$ cat config.mk
export PLATFORM = sky130hd
export DESIGN_NAME = pll_seq_ctrl
export DESIGN_NICKNAME = d
export VERILOG_FILES = /design/src/rtl/pll_seq_pkg.sv /design/src/rtl/pll_seq_timer.sv /design/src/rtl/pll_seq_tune.sv /design/src/rtl/pll_seq_fsm.sv /design/src/rtl/pll_seq_ctrl.sv
export SDC_FILE = /design/constraint.sdc
export NUM_CORES = 1
export LEC_CHECK = 0
export ABC_AREA = 1
export CELL_PAD_IN_SITES_DETAIL_PLACEMENT = 1
export CELL_PAD_IN_SITES_GLOBAL_PLACEMENT = 1
export CORE_MARGIN = 3
export CORE_UTILIZATION = 25
export CTS_CLUSTER_DIAMETER = 100
export DETAILED_ROUTE_END_ITERATION = 7
export GPL_TIMING_DRIVEN = 1
export PLACE_DENSITY = 0.64
export SLEW_MARGIN = 20
export SYNTH_ARGS = -nofsm -noshare
export SYNTH_HDL_FRONTEND = slang
export SYNTH_HIERARCHICAL = 1
export SYNTH_SLANG_ARGS = --single-unit
$ cat constraint.sdc
create_clock -name clk -period 2.55 [get_ports clk]
set_input_delay 0.765 -clock clk [delete_from_list [all_inputs] [get_ports clk]]
set_output_delay 0.765 -clock clk [all_outputs]
set_load 0.02 [all_outputs]
$ cat src/rtl/pll_seq_pkg.sv
// Package: shared state and request types for the PLL sequencer.
// Assumes a 32-bit configuration word with the change flag in the top bit.
package pll_seq_pkg;

    localparam int CFG_W   = 32;
    localparam int CHG_BIT = 31;

    typedef enum logic [3:0] {
        ST_IDLE,
        ST_UP_W1,
        ST_UP_W2,
        ST_UP_TUN,
        ST_UP_W3,
        ST_DN_TUN,
        ST_DN_EN,
        ST_DN_ISO,
        ST_DN_PWR,
        ST_RT_W
    } seq_state_e;

    typedef enum logic [1:0] {
        REQ_NONE,
        REQ_UP,
        REQ_DOWN,
        REQ_TUNE
    } req_kind_e;

    // Fixed priority: bring-up, then shut-down, then retune.
    function automatic req_kind_e pick_req(input logic up, input logic down, input logic tune);
        if (up)
            return REQ_UP;
        else if (down)
            return REQ_DOWN;
        else if (tune)
            return REQ_TUNE;
        return REQ_NONE;
    endfunction

endpackage

$ cat src/rtl/pll_seq_timer.sv
// Wait timer: a loadable down-counter that reports when it has reached zero.
// A load of N-1 makes zero visible at the N-th edge after the load edge.
module pll_seq_timer #(
    parameter int CNT_W = 12
) (
    input  logic             clk,
    input  logic             rst_n,
    input  logic             load,
    input  logic [CNT_W-1:0] load_val,
    output logic             zero
);

    logic [CNT_W-1:0] cnt_q;

    // Count down toward zero; a load takes precedence over counting.
    always_ff @(posedge clk) begin
        if (!rst_n)
            cnt_q <= '0;
        else if (load)
            cnt_q <= load_val;
        else if (cnt_q != '0)
            cnt_q <= cnt_q - 1'b1;
    end

    assign zero = (cnt_q == '0);

endmodule

$ cat src/rtl/pll_seq_tune.sv
// Retune word holder: captures the divider and post-divider words and
// builds the configuration and tuner words.
// Assumes DIV_W <= 31 so the change flag keeps bit 31 to itself.
module pll_seq_tune
    import pll_seq_pkg::*;
#(
    parameter int DIV_W     = 22,
    parameter int PDIV_W    = 3,
    parameter bit HAS_TUNER = 1'b1
) (
    input  logic              clk,
    input  logic              rst_n,
    input  logic              tune_go,
    input  logic              chg_set,
    input  logic              chg_clr,
    input  logic [DIV_W-1:0]  tune_div,
    input  logic [PDIV_W-1:0] tune_pdiv,
    output logic [DIV_W-1:0]  div_word,
    output logic [PDIV_W-1:0] pdiv_word,
    output logic [CFG_W-1:0]  cfg_word,
    output logic [CFG_W-1:0]  tuner_word
);

    localparam int PAD_W = CFG_W - 1 - DIV_W;

    logic             chg_q;
    logic [CFG_W-1:0] cfg_at_load;

    // Configuration word as it will read right after this retune's load edge.
    assign cfg_at_load = {chg_set, {PAD_W{1'b0}}, tune_div};

    // Hold the divider words; they change only on an accepted retune.
    always_ff @(posedge clk) begin
        if (!rst_n) begin
            div_word  <= '0;
            pdiv_word <= '0;
        end else if (tune_go) begin
            div_word  <= tune_div;
            pdiv_word <= tune_pdiv;
        end
    end

    // Change flag: set at a running retune, cleared when its settle ends.
    always_ff @(posedge clk) begin
        if (!rst_n)
            chg_q <= 1'b0;
        else if (chg_set)
            chg_q <= 1'b1;
        else if (chg_clr)
            chg_q <= 1'b0;
    end

    assign cfg_word = {chg_q, {PAD_W{1'b0}}, div_word};

    generate
        if (HAS_TUNER) begin : g_tuner
            logic [CFG_W-1:0] tuner_q;
            // Tuner word follows the configuration word plus one at each retune.
            always_ff @(posedge clk) begin
                if (!rst_n)
                    tuner_q <= '0;
                else if (tune_go)
                    tuner_q <= cfg_at_load + 1'b1;
            end
            assign tuner_word = tuner_q;
        end else begin : g_no_tuner
            assign tuner_word = '0;
        end
    endgenerate

endmodule

$ cat src/rtl/pll_seq_fsm.sv
// Sequencer state machine: orders the power, isolation, enable, tuner and
// reset-release steps and requests waits from the timer.
// Assumes PWR_CYC and SETTLE_CYC are at least 1 and fit in CNT_W bits.
module pll_seq_fsm
    import pll_seq_pkg::*;
#(
    parameter int EN_W       = 2,
    parameter bit HAS_RSTB   = 1'b1,
    parameter bit HAS_TUNER  = 1'b1,
    parameter int CNT_W      = 12,
    parameter int PWR_CYC    = 100,
    parameter int SETTLE_CYC = 2000
) (
    input  logic             clk,
    input  logic             rst_n,
    input  logic             req_prep,
    input  logic             req_unprep,
    input  logic             req_tune,
    input  logic             tmr_zero,
    output logic             tmr_load,
    output logic [CNT_W-1:0] tmr_val,
    output logic             tune_go,
    output logic             chg_set,
    output logic             chg_clr,
    output logic             pwr_on,
    output logic             iso_en,
    output logic [EN_W-1:0]  pll_en,
    output logic             tuner_en,
    output logic             rst_bar,
    output logic             div_load,
    output logic             busy,
    output logic             done
);

    localparam logic [CNT_W-1:0] PWR_LD    = CNT_W'(PWR_CYC - 1);
    localparam logic [CNT_W-1:0] SETTLE_LD = CNT_W'(SETTLE_CYC - 1);

    seq_state_e      st_q, st_n;
    logic            pwr_n, iso_n, tun_n, rstb_n, done_n;
    logic [EN_W-1:0] en_n;
    req_kind_e       req;

    assign req = pick_req(req_prep, req_unprep, req_tune);

    // Next-state and next-output decode for every step of every sequence.
    always_comb begin
        st_n     = st_q;
        pwr_n    = pwr_on;
        iso_n    = iso_en;
        en_n     = pll_en;
        tun_n    = tuner_en;
        rstb_n   = rst_bar;
        done_n   = 1'b0;
        tmr_load = 1'b0;
        tmr_val  = '0;
        tune_go  = 1'b0;
        chg_set  = 1'b0;
        chg_clr  = 1'b0;
        case (st_q)
            ST_IDLE: begin
                case (req)
                    REQ_UP: begin
                        pwr_n    = 1'b1;
                        tmr_load = 1'b1;
                        tmr_val  = PWR_LD;
                        st_n     = ST_UP_W1;
                    end
                    REQ_DOWN: begin
                        if (HAS_RSTB) begin
                            rstb_n = 1'b0;
                            st_n   = ST_DN_TUN;
                        end else begin
                            tun_n = 1'b0;
                            st_n  = ST_DN_EN;
                        end
                    end
                    REQ_TUNE: begin
                        tune_go = 1'b1;
                        if (pll_en[0]) begin
                            chg_set  = 1'b1;
                            tmr_load = 1'b1;
                            tmr_val  = SETTLE_LD;
                            st_n     = ST_RT_W;
                        end else begin
                            done_n = 1'b1;
                        end
                    end
                    default: ;
                endcase
            end
            ST_UP_W1: begin
                if (tmr_zero) begin
                    iso_n    = 1'b0;
                    tmr_load = 1'b1;
                    tmr_val  = PWR_LD;
                    st_n     = ST_UP_W2;
                end
            end
            ST_UP_W2: begin
                if (tmr_zero) begin
                    en_n = '1;
                    st_n = ST_UP_TUN;
                end
            end
            ST_UP_TUN: begin
                tun_n    = HAS_TUNER;
                tmr_load = 1'b1;
                tmr_val  = SETTLE_LD;
                st_n     = ST_UP_W3;
            end
            ST_UP_W3: begin
                if (tmr_zero) begin
                    if (HAS_RSTB)
                        rstb_n = 1'b1;
                    done_n = 1'b1;
                    st_n   = ST_IDLE;
                end
            end
            ST_DN_TUN: begin
                tun_n = 1'b0;
                st_n  = ST_DN_EN;
            end
            ST_DN_EN: begin
                en_n = '0;
                st_n = ST_DN_ISO;
            end
            ST_DN_ISO: begin
                iso_n = 1'b1;
                st_n  = ST_DN_PWR;
            end
            ST_DN_PWR: begin
                pwr_n  = 1'b0;
                done_n = 1'b1;
                st_n   = ST_IDLE;
            end
            ST_RT_W: begin
                if (tmr_zero) begin
                    chg_clr = 1'b1;
                    done_n  = 1'b1;
                    st_n    = ST_IDLE;
                end
            end
            default: st_n = ST_IDLE;
        endcase
    end

    // Register state and control outputs; reset leaves the PLL powered down.
    always_ff @(posedge clk) begin
        if (!rst_n) begin
            st_q     <= ST_IDLE;
            pwr_on   <= 1'b0;
            iso_en   <= 1'b1;
            pll_en   <= '0;
            tuner_en <= 1'b0;
            rst_bar  <= 1'b0;
            done     <= 1'b0;
            div_load <= 1'b0;
        end else begin
            st_q     <= st_n;
            pwr_on   <= pwr_n;
            iso_en   <= iso_n;
            pll_en   <= en_n;
            tuner_en <= tun_n;
            rst_bar  <= rstb_n;
            done     <= done_n;
            div_load <= tune_go;
        end
    end

    assign busy = (st_q != ST_IDLE);

endmodule

$ cat src/rtl/pll_seq_ctrl.sv
// Top of the PLL power and retune sequencer: ties the state machine, the
// wait timer and the retune word holder together.
// Assumes CLK_MHZ is the integer clock frequency in MHz.
module pll_seq_ctrl
    import pll_seq_pkg::*;
#(
    parameter int CLK_MHZ   = 100,
    parameter int PWR_US    = 1,
    parameter int SETTLE_US = 20,
    parameter int DIV_W     = 22,
    parameter int PDIV_W    = 3,
    parameter int EN_W      = 2,
    parameter bit HAS_RSTB  = 1'b1,
    parameter bit HAS_TUNER = 1'b1
) (
    input  logic              clk,
    input  logic              rst_n,
    input  logic              req_prep,
    input  logic              req_unprep,
    input  logic              req_tune,
    input  logic [DIV_W-1:0]  tune_div,
    input  logic [PDIV_W-1:0] tune_pdiv,
    output logic              pwr_on,
    output logic              iso_en,
    output logic [EN_W-1:0]   pll_en,
    output logic              tuner_en,
    output logic              rst_bar,
    output logic              div_load,
    output logic [DIV_W-1:0]  div_word,
    output logic [PDIV_W-1:0] pdiv_word,
    output logic [31:0]       cfg_word,
    output logic [31:0]       tuner_word,
    output logic              busy,
    output logic              done,
    output logic              prepared
);

    localparam int PWR_CYC    = CLK_MHZ * PWR_US;
    localparam int SETTLE_CYC = CLK_MHZ * SETTLE_US;
    localparam int MAX_CYC    = (SETTLE_CYC > PWR_CYC) ? SETTLE_CYC : PWR_CYC;
    localparam int CNT_W      = $clog2(MAX_CYC + 1);

    logic             tmr_load, tmr_zero, tune_go, chg_set, chg_clr;
    logic [CNT_W-1:0] tmr_val;

    pll_seq_fsm #(
        .EN_W(EN_W), .HAS_RSTB(HAS_RSTB), .HAS_TUNER(HAS_TUNER),
        .CNT_W(CNT_W), .PWR_CYC(PWR_CYC), .SETTLE_CYC(SETTLE_CYC)
    ) u_fsm (
        .clk(clk), .rst_n(rst_n),
        .req_prep(req_prep), .req_unprep(req_unprep), .req_tune(req_tune),
        .tmr_zero(tmr_zero), .tmr_load(tmr_load), .tmr_val(tmr_val),
        .tune_go(tune_go), .chg_set(chg_set), .chg_clr(chg_clr),
        .pwr_on(pwr_on), .iso_en(iso_en), .pll_en(pll_en),
        .tuner_en(tuner_en), .rst_bar(rst_bar), .div_load(div_load),
        .busy(busy), .done(done)
    );

    pll_seq_timer #(.CNT_W(CNT_W)) u_timer (
        .clk(clk), .rst_n(rst_n),
        .load(tmr_load), .load_val(tmr_val), .zero(tmr_zero)
    );

    pll_seq_tune #(.DIV_W(DIV_W), .PDIV_W(PDIV_W), .HAS_TUNER(HAS_TUNER)) u_tune (
        .clk(clk), .rst_n(rst_n),
        .tune_go(tune_go), .chg_set(chg_set), .chg_clr(chg_clr),
        .tune_div(tune_div), .tune_pdiv(tune_pdiv),
        .div_word(div_word), .pdiv_word(pdiv_word),
        .cfg_word(cfg_word), .tuner_word(tuner_word)
    );

    assign prepared = pll_en[0];

endmodule

### Yosys cells after proc, flatten, opt, wreduce, memory -nomap -nowiden

Index checks and enable logic that the tools add are counted.

| storage, ports and cells | value |
|---|---|
| word-level logic and storage cells | 95 |
| output and inout port bits | 99 |
| flip-flop bits (word level) | 81 |

| cells by class | value |
|---|---|
| add/subtract/negate cells | 2 |
| reductions and logical operators | 17 |
| multiplexer cells | 43 |
| eq/ne operators | 20 |

Operator list:

| operator | count |
|---|---|
| $mux 11 | 3 |
| $pmux 11 s3 | 1 |
| $add 32x1->32 const B | 1 |
| $pmux 4 s8 | 1 |
| $pmux 11 s2 | 1 |
| $mux 1 | 18 |
| $eq 4x3->1 const B | 4 |
| $mux 4 | 4 |
| $reduce_bool 2->1 | 7 |
| $pmux 4 s3 | 1 |
| $logic_not 11->1 | 1 |
| $reduce_bool 11->1 | 1 |
| $sub 11x1->11 const B | 1 |
| $mux 2 | 5 |
| $ne 2x2->1 const B | 5 |
| $pmux 1 s2 | 5 |
| $eq 4x2->1 const B | 2 |
| $eq 4x4->1 const B | 2 |
| $mux 7 | 1 |
| $pmux 1 s3 | 2 |
| $reduce_and 2->1 | 3 |
| $reduce_and 5->1 | 1 |
| $eq 2x2->1 const B | 2 |
| $eq 4x1->1 const B | 1 |
| 9 further kinds | 9 |

### Longest topological paths before layout

Gate-level depths: netlist of run 1.

| logic depth | value |
|---|---|
| depth in word-level cells | 8 |
| mapped depth | 14 |

### Cells and area by module

Netlist of run 1, hierarchy kept.

By module, submodules not included:

| module | cells an instance | area each (µm²) | times used | seq. area each (µm²) |
|---|---|---|---|---|
| pll_seq_tune | 377 | 2,633.8 | 1 | 1,001.0 |
| pll_seq_timer | 118 | 743.2 | 1 | 220.2 |
| pll_seq_fsm | 108 | 723.2 | 1 | 220.2 |
| pll_seq_ctrl | 1 | 7.5 | 1 | 0.0 |

### Worst setup path after synthesis of run 1

No wires, ideal clock.

| path | value |
|---|---|
| path kind | flip-flop to flip-flop |
| start | reg u_timer.cnt_q[0] |
| end | reg u_timer.cnt_q[8] |
| setup slack | 0.285 ns |
| stages on the path, launching flop included | 13 |
| data arrival time | 2.135 ns |
| data required time | 2.420 ns |
| period minus slack after synthesis | 2.265 ns |
| setup time | 0.130 ns |
| cells stage by stage | dfxtp_1 > inv_1 > ha_1 > nand3_1 > nor3_1 > nand2_1 > nor2_1 > nand3_1 > nand3_1 > inv_1 > or2_2 > nand3_1 > nor2_1 |

| on the way | value |
|---|---|
| cells in the longest elaborated chain, start to end | 4 |
| elaborated cells between the ends (all ways) | 8 |
| classes of those cells | add/sub: 1; mux: 4; reduce/logical: 3 |

RTL lines:

| what | line | text |
|---|---|---|
| start, declared | pll_seq_timer.sv:13 | `logic [CNT_W-1:0] cnt_q;` |
| start signal, assigned | pll_seq_timer.sv:20 | `cnt_q <= load_val;` |
| start signal, assigned | pll_seq_timer.sv:22 | `cnt_q <= cnt_q - 1'b1;` |
| $logic_not 11->1 (*) | pll_seq_timer.sv:25 | `assign zero = (cnt_q == '0);` |
| via tmr_zero | pll_seq_ctrl.sv:43 | `logic tmr_load, tmr_zero, tune_go, chg_set, chg_clr;` |
| $mux 1 (*) | pll_seq_fsm.sv:92 | `if (tmr_zero) begin` |
| $pmux 1 s3 (*) | pll_seq_fsm.sv:59 | `case (st_q)` |
| via tmr_load | pll_seq_ctrl.sv:43 |  |
| $mux 11 or $reduce_bool 2->1 (tied branches) | n/a |  |

Mark *: on every way through the listed nets, which the timed path passes. The rest lies on a longest branch. The select of a mux whose other input is x is not followed.
A chain may end at the register's enable or synchronous reset.

### Worst setup path in the final report of run 1

| path | value |
|---|---|
| start | reg u_fsm.st_q[0] |
| end | out busy |

| on the way | value |
|---|---|
| cells in the longest elaborated chain, start to end | 1 |

RTL lines:

| what | line | text |
|---|---|---|
| start, declared | pll_seq_fsm.sv:38 | `seq_state_e st_q, st_n;` |
| start signal, assigned | pll_seq_fsm.sv:159 | `st_q <= st_n;` |
| $reduce_bool 4->1 | pll_seq_fsm.sv:170 | `assign busy = (st_q != ST_IDLE);` |
| end, declared | pll_seq_ctrl.sv:33 | `output logic busy,` |

Every way passes these cells.

==> summary by stage, run 1 <==
Clock tree
The buffer type at the clock tree root is clkbuf_16. The count of hold buffers inserted by post-cts repair is 0. After clock tree synthesis, the setup repair step added 0 buffers.

The total CTS buffers is 9. The H-tree was split into 3 levels. TritonCTS built the clock tree. The clock-pin slew on the worst setup and hold paths is 0.06 ns. Post-CTS repair changed the size of 0 cells.

The insertion delay of the later-clocked pin in the worst-skew pair is 0.34 ns. In this run the deepest clock path goes through 2 buffers. The tree built by TritonCTS fans out to 72 sinks.

Setup path
Walking the worst path, the cells encountered are nor2_4 > nand2_4 > clkdlybuf4s50_1. The critical path arrival is 1.69 ns. The highest-delay cell along the critical path is clkdlybuf4s50_1. The required arrival time at the worst endpoint is 1.79 ns.

The type of destination of the critical path is a primary output. The origin of the critical flop-to-flop path is u_timer/cnt_q[0]$_SDFFE_PN0P_. For this run, the slowest stage of the critical path takes 0.61 ns. The critical path start-end classification is reg -> out. The critical path startpoint is u_fsm/st_q[0]$_SDFFE_PN0P_. The critical path startpoint category is a flip-flop.

The endpoint of the lowest-slack register-to-register path is u_timer/cnt_q[8]$_SDFFE_PN0P_. The worst setup slack for register-to-register paths is 0.35 ns. Along the worst path, the maximum fanout reaches 7. The worst reg2reg path depth is 12.

Die
The number of top-level pins is 129. The core area is 0.0160 mm^2. The width of the die is 134 um. The initial standard-cell utilization of the core is 25.7%. The row count is 46. The height of the chip is 134 um.

The floorplan step defined a die boundary enclosing 0.0180 mm^2.

GRT
The via count of the first global-routing pass is 4,360. The first global-routing pass estimated 21,300 um of wire. The number of antenna violations at the first check in global routing is 0.

The total grt overflow is 0. The total global-route track usage is 14.7%. Entering global routing, the biggest net connects 33 pins.

STA
The final setup violation count is 0. Setup repair after global routing left no endpoint under its margin. The final clock skew is 0.0103 ns.

For the final routed database, the setup TNS stands at 0 ns. The final max-slew violation count is 0. The clock period minus worst slack is 2.46 ns. The final number of hold-violating endpoints was 0. The post-route clock period utilization is 96.4%.

The maximum clock rate is 0.407 GHz.

Cells and area
The total inserted antenna cells is 0. From synthesis to final layout, the design area changed by 35.4%. In the final layout, the share of cells above drive strength 1 is 9.90%. The count of nets after finishing is 724. The number of standard cells in the layout, taps in and fillers out is 913.

Power
The part of the power in registers is 29.9%. Internal power comes to 3.03 mW. In this run the power density over the cells is 889 mW/mm^2. The clock network burns 27.6% of the power. VDD sags by at most 0.305 mV. The net switching share of the total power is 38.6%. In this run the power spent charging and discharging nets is 1.91 mW. Combinational cells account for 42.5% of the total power. Summed over all cells, the static leakage comes to 2.43 nW.

Logic synthesis
The leading register cell type out of synthesis is dfxtp_1. Summing the sequential cell areas from Yosys gives 35.1% of the chip area. Averaged over all synthesized cells, the footprint is 6.80 um^2.

The synthesized design contains 0 enable-type register cells. In this run, synthesis produced a sequential element count of 72. The dominant cell type by area after synthesis is dfxtp_1. The area of the mapped netlist is 0.00411 mm^2. During synthesis, Yosys emitted a total of 6 warnings.

The share of flip-flops with an asynchronous set or reset is 0%. Of the post-synthesis cell area, the dominant cell type holds 35.1%. Sorting the synthesized cells by area gives the leading types as dfxtp_1 35%, nand2_1 10%, buf_4 9.3%. In this run, distinct cell masters in the synthesized netlist total 36. The synthesized instance count is 604.

Drt
The DRC violation total after the first TritonRoute iteration is 179. The total wire length is 13,000 um. The post-detailed-route count of antenna-violating nets is 0.

The first TritonRoute pass finished after 4 iterations. In the final routed layout, each cell accounts on average for 14.2 um. The vias per cell is 4.44. The number of vias in the routed layout is 4,055. The remaining design rule violation count is 0.

Worst hold path
For hold timing, the worst endpoint is u_fsm/rst_bar$_SDFFE_PN0P_. The depth of the worst hold-timing path is 2. The worst min-delay path category is reg -> reg. The startpoint of the lowest-slack hold path is u_fsm/rst_bar$_SDFFE_PN0P_.

Placement
Detailed placement finished with a half-perimeter wire length of 10,200 um. Counting tap cells, the placed design contains a total of 897 instances. The final estimated routing congestion in global placement is 0.828.

The count of buffers added on input and output ports is 111.

Job
The total of max-cap violations is 0.

Outcome
The run finished with clean final reports.
flip-flops by register name, indices dropped and copies added (netlist names), 3 cells and up:
| name | count |
|---|---|
| u_fsm/st_q | 4 |
| u_tune/div_word | 22 |
| u_tune/tuner_word | 24 |
| u_tune/pdiv_word | 3 |
| u_timer/cnt_q | 11 |
cells in the mapped netlist, types with 2 or more instances:
| master | count |
|---|---|
| nand2_1 | 114 |
| xnor2_1 | 2 |
| nor2_2 | 5 |
| ha_1 | 2 |
| a21oi_1 | 32 |
| clkbuf_1 | 10 |
| buf_4 | 51 |
| nand4_1 | 8 |
| nand3_4 | 2 |
| buf_2 | 6 |
| nand2_2 | 3 |
| dfxtp_1 | 72 |
| conb_1 | 2 |
| xor2_1 | 7 |
| inv_1 | 62 |
| nor3_1 | 5 |
| a21oi_2 | 5 |
| buf_1 | 2 |
| nand2_4 | 5 |
| inv_2 | 3 |
| nor2_4 | 8 |
| nand3_1 | 39 |
| o21ai_0 | 48 |
| nor2_1 | 99 |
layout make-up:
type | instances | area, um^2
clock buffer | 13 | 250
clock inverter | 3 | 65.1
fill | 2024 | 10400
inverter | 67 | 259
multi-input combinational | 412 | 2010
sequential | 72 | 1440
tap | 216 | 270
timing repair buffer | 130 | 1270
layer usage:
layer / up-vias / part of all wire [%] / track usage (%)
met4: 0 / 1.2 / 4.07
met5: - / 0 / 0
li1: 2014 / - / -
met3: 14 / 6.1 / 5.21
met2: 98 / 47 / 25.3
met1: 1929 / 45 / 17.4
critical path, delay by kind of cell (launching register included):
kind	cells	cell delay [ns]
buffers and inverters	1	0.61
AND/OR/NAND/NOR	2	0.23
flip-flops	1	0.51
kinds of logic (layout without fill, tap and decap cells):
logic type / after synthesis / after routing / share of synthesized area, %
XOR/XNOR: 9 / 9 / 1.92
adder cells (fa/ha/maj): 2 / 2 / 0.609
other: 2 / 18 / 0.183
AO/OA/AOI/OAI: 90 / 90 / 11.7
AND/OR/NAND/NOR: 292 / 292 / 32.8
flip-flops: 72 / 72 / 35.1
multiplexers: 1 / 1 / 0.244
buffers and inverters: 136 / 213 / 17.5
how the worst max path moves through the flow:
stage | endpoint | slack (ns) | cells past startpoint
finish | busy | 0.09 | 3
global route | busy | 0.02 | 3
CTS | busy | 0.06 | 3
detailed placement | u_tune/tuner_word[8]$_SDFFE_PN0P_ | -0.05 | 10
global placement | u_tune/tuner_word[8]$_SDFFE_PN0P_ | 0.03 | 10
floorplan | u_timer/cnt_q[8]$_SDFFE_PN0P_ | 0.28 | 12
cell usage in the layout, fill, tap and decap left out, types with 2 or more instances in the layout:
master,count
clkdlybuf4s50_1,111
a21oi_2,5
nor3_1,5
nand2_1,114
nand3_4,2
nor2_1,99
bufinv_16,2
buf_4,18
nand2_2,3
o21ai_0,48
inv_1,62
dfxtp_1,72
nor2_2,5
nand4_1,8
nand2_4,5
ha_1,2
clkbuf_1,3
conb_1,18
xnor2_1,2
nor2_4,8
clkbuf_16,9
nand3_1,39
inv_2,3
xor2_1,7
a21oi_1,32
power by group through the flow:
stage | registers [mW] | logic (mW) | clock network [mW]
finish | 1.48 | 2.10 | 1.37
detailed placement | 1.51 | 2.12 | 0
floorplan | 1.58 | 1.39 | 0
global placement | 1.50 | 2.05 | 0
global route | 1.51 | 2.35 | 1.46
CTS | 1.48 | 2.13 | 1.42
per-stage QoR:
step	hold slack [ns]	setup slack, ns	cell area [um^2]	total power [mW]	util (%)
detailed placement	0.457	-0.0533	5250	3.63	32.8
global placement	0.453	0.0286	5250	3.55	32.8
floorplan	0.439	0.285	4170	2.97	-
finish	0.465	0.0910	5560	4.95	34.8
CTS	0.471	0.0609	5560	5.04	34.8
global route	0.489	0.0205	5560	5.32	34.8
No activity file was read; power rests on OpenSTA's default activity.
==> inputs of run 2 (changes only) <==
GPL_ROUTABILITY_DRIVEN = 0   (was unset)
==> results of run 2 <==
Final layout, timing and power as in run 1 (identical DEF).
